<file path="src/rtl/chk_pkg.sv">
package chk_pkg;
  localparam int EL_COUNT = 4;

  typedef enum logic [1:0] {
    KIND_READ  = 2'd0,
    KIND_WRITE = 2'd1,
    KIND_EXEC  = 2'd2
  } kind_e;

  typedef enum logic [2:0] {
    FLT_NONE      = 3'd0,
    FLT_PC_ALIGN  = 3'd1,
    FLT_ALIGN     = 3'd2,
    FLT_PF_UNCACHE = 3'd3,
    FLT_PERM_FETCH = 3'd4,
    FLT_PERM_DATA  = 3'd5
  } fault_e;
endpackage

</file>
<file path="src/rtl/chk_grant_decode.sv">
module chk_grant_decode
  import chk_pkg::*;
(
  input  logic [1:0] el,
  input  logic [1:0] kind,
  input  logic [1:0] ap,
  input  logic       xn,
  input  logic       pxn,
  input  logic       wxn,
  output logic       grant
);
  // per-level rights, bit 2 = read, bit 1 = write, bit 0 = execute
  logic [EL_COUNT-1:0][2:0] rights;

  for (genvar e = 0; e < EL_COUNT; e++) begin : g_el
    if (e == 0) begin : g_user
      logic w_ok;
      assign w_ok = ap[0] & ~ap[1];
      assign rights[e] = {ap[0], w_ok, ~xn & ~(w_ok & wxn)};
    end else if (e == 1) begin : g_kernel
      logic w_ok;
      logic user_writable;
      assign w_ok          = ~ap[1];
      assign user_writable = ap[0] & ~ap[1];
      assign rights[e] = {1'b1, w_ok, ~pxn & ~user_writable & ~(w_ok & wxn)};
    end else begin : g_high
      logic w_ok;
      assign w_ok = ~ap[1];
      assign rights[e] = {1'b1, w_ok, ~xn & ~(w_ok & wxn)};
    end
  end

  logic [2:0] sel;
  assign sel = rights[el];

  always_comb begin
    case (kind)
      KIND_WRITE: grant = sel[1];
      KIND_EXEC:  grant = sel[0];
      default:    grant = sel[2];
    endcase
  end
endmodule

</file>
<file path="config.mk">
export PLATFORM = sky130hd
export DESIGN_NAME = chk_grant_decode
export DESIGN_NICKNAME = d
export VERILOG_FILES = /design/src/rtl/chk_pkg.sv /design/src/rtl/chk_grant_decode.sv
export SDC_FILE = /design/constraint.sdc
export NUM_CORES = 1
export LEC_CHECK = 0
export CAP_MARGIN = 20
export CORE_AREA = 8 8 45 47
export DETAILED_ROUTE_END_ITERATION = 10
export DIE_AREA = 0 0 53 55
export GPL_TIMING_DRIVEN = 0
export PLACE_DENSITY = 0.3
export SYNTH_ARGS = -nofsm -noshare
export SYNTH_HDL_FRONTEND = slang
export SYNTH_SLANG_ARGS = --single-unit
</file>
<file path="constraint.sdc">
create_clock -name vclk -period 1.4
set_input_delay 0.28 -clock vclk [all_inputs]
set_output_delay 0.28 -clock vclk [all_outputs]
set_load 0.02 [all_outputs]
</file>
==> impl_metrics.py <==
metrics = {
    "run_status": {
        "status": "complete, no violations",
    },
    "cells_and_area": {
        "final.fill_count": 158,
        "layout.cells.most_common_list": "inv_1 (3), a21oi_2 (3), buf_2 (3)",
        "diodes": 0,
        "area.sequential_um2": 0,
        "final_nets": 38,
        "design_area_um2": 223,
        "ratio_of_cells_with_drive_above_1_in_the_final_layout_pct": 60.0,
        "final_core_util_pct": 16.1,
        "n_clock_buffer": 0,
        "synthToLayoutAreaGrowth_pct": 112,
        "number_of_flip_flops_and_latches": 0,
        "layoutNonFillerInstCount": 41,
    },
    "route": {
        "routed_wirelength_um": 431,
        "antenna_left": 0,
        "avgRoutedWirePerCell_um": 10.5,
        "drt_first_iter_violations": 0,
        "vias": 143,
        "route.detailed.drc": 0,
        "viasPerCell": 3.49,
        "detailed_router_iteration_count_before_antenna_repair": 1,
    },
    "floorplan": {
        "std_cell_rows": 14,
        "design.die.area_um2": 2920,
        "die_height_um": 55,
        "die_w_um": 53,
        "design.portCount": 10,
        "core_region_area_um2": 1380,
        "initial_core_util_pct": 7.59,
    },
    "yosys": {
        "post_synth.cell_area_avg_um2": 7.01,
        "syn_nets": 26,
        "synth_area_leader_cell": "ha_1",
        "synth_cell_types": 8,
        "yosysWarnings": 0,
        "yosys-top-cells-area": "ha_1 (24%), inv_1 (18%), o32ai_2 (15%)",
        "syn_inst": 15,
        "synth.yosys.seq_area_share_pct": 0,
        "synthDominantCellAreaShare_pct": 23.8,
        "netlist_area_pre_place_um2": 105,
    },
    "worst_setup_path": {
        "number_of_logic_stages_on_the_critical_path_including_buffering": 6,
        "crit_path_start": "wxn",
        "worstPathArrival_ns": 1.12,
        "critical_path.startpoint_type": "input port",
        "setup_crit_path_kind": "in2out",
        "critical_path.endpoint_type": "output pin",
        "critical_path.cell_chain": "buf_6 -> o21bai_1 -> and4b_1 -> a21oi_2 -> o32ai_2 -> buf_4",
        "cp_max_fo": 2,
        "worstPathRequired_ns": 1.12,
        "max_stage_delay_ns": 0.21,
        "cp_top_family": "compound AO/OA/AOI/OAI gates",
        "endpoint": "grant",
        "cp_num_buf_inv": 2,
        "critical_path.slowest_cell": "and4b_1",
    },
    "sta": {
        "rsz0062_at_grt": "true",
        "maxClockFrequency_mhz": 715,
        "shortest_period_the_worst_path_allows_ns": 1.40,
        "finalHoldViolCount": 0,
        "tightest_slew_ns": 0.211,
        "setup_violations": 0,
        "setup_tns_ns": 0,
        "layout_worst_path_cycle_share_pct": 99.9,
        "worst_slew_margin_rel_pct": 85.8,
        "maxSlewViolCount": 0,
    },
    "worst_hold_path": {
        "holdCritPathClass": "in2out",
    },
    "placed_design": {
        "placed_cells": 41,
        "detailed_place.area_um2": 225,
        "finalWeightedCongestion": 0.662,
        "portBuffers": 10,
    },
    "pwr": {
        "ir_drop_mv": 0.0700,
        "power.static_leakage_nw": 0.103,
        "power_density_nw_per_um2": 288,
    },
    "cts": {
        "count_of_hold_fix_buffers_inserted_at_cts": 0,
    },
    "global_routing": {
        "grt_antenna_before_repair": 0,
        "first_global_vias": 150,
        "wire_length_of_the_first_global_routing_pass_um": 696,
        "global_route.overflow_total": 0,
        "pin_count_of_the_biggest_net_entering_global_routing": 4,
        "overall_global_routing_usage_pct": 2.89,
    },
    "flow_run": {
        "maxCapViolations": 0,
    },
}
[kinds of logic after synthesis]
group | share of synthesized area [%]
AOI/OAI and AO/OA | 44.1
adders and majority gates | 23.8
buffers and inverters | 17.9
and+or+nand+nor | 14.3
[where the power goes]
| part | switching (mW) | leakage [nW] | total, mW | internal [mW] |
|---|---|---|---|---|
| clock | 0 | 0 | 0 | 0 |
| sequential | 0 | 0 | 0 | 0 |
| combinational | 0.0296 | 0.103 | 0.0640 | 0.0344 |
[routing by layer]
metal | vias to the layer above | track usage, % | part of all wire [%]
li1 | 73 | - | -
met1 | 61 | 4.22 | 56
met2 | 9 | 4.49 | 35
met3 | 0 | 0.535 | 8.1
met4 | 0 | 0 | 0
met5 | - | 0 | 0
[cells in the mapped netlist]
cell,number
inv_1,5
a21oi_1,3
ha_1,2
and4b_1,1
nor3_1,1
o211ai_1,1
o21bai_1,1
o32ai_2,1
[how the worst min path moves through the flow]
| stage | from | endpoint | depth (start not counted) |
|---|---|---|---|
| 2_1_floorplan | el[1] | grant | 2 |
| 3_3_place_gp | kind[1] | grant | 4 |
| 3_5_place_dp | kind[1] | grant | 4 |
| 4_1_cts | ap[0] | grant | 4 |
| 5_1_grt | ap[0] | grant | 4 |
| 6_report | ap[0] | grant | 4 |
[layout make-up]
cell class | instances | area (um^2) | share of cell area, %
Multi-Input combinational cell | 10 | 110 | 49.4
Timing Repair Buffer | 10 | 73.8 | 33.1
Tap cell | 16 | 20.0 | 8.99
Inverter | 5 | 18.8 | 8.43
[through the flow]
stage	power (mW)	hold WS (ns)	setup WS [ns]
6_report	0.0640	0.923	0.00138
5_1_grt	0.0698	0.955	-0.0635
3_5_place_dp	0.0648	1.83	-0.903
4_1_cts	0.0670	0.935	-0.0489
2_1_floorplan	0.0253	0.803	0.0902
3_3_place_gp	0.0644	1.83	-0.921
[timing repair]
action,4_1_cts,5_1_grt
endpoints found under the setup margin,1,1
pin swaps,4,2
resized for setup,40,2
setup buffers,0,0
Note: power is estimated with default switching activity, not from simulation.
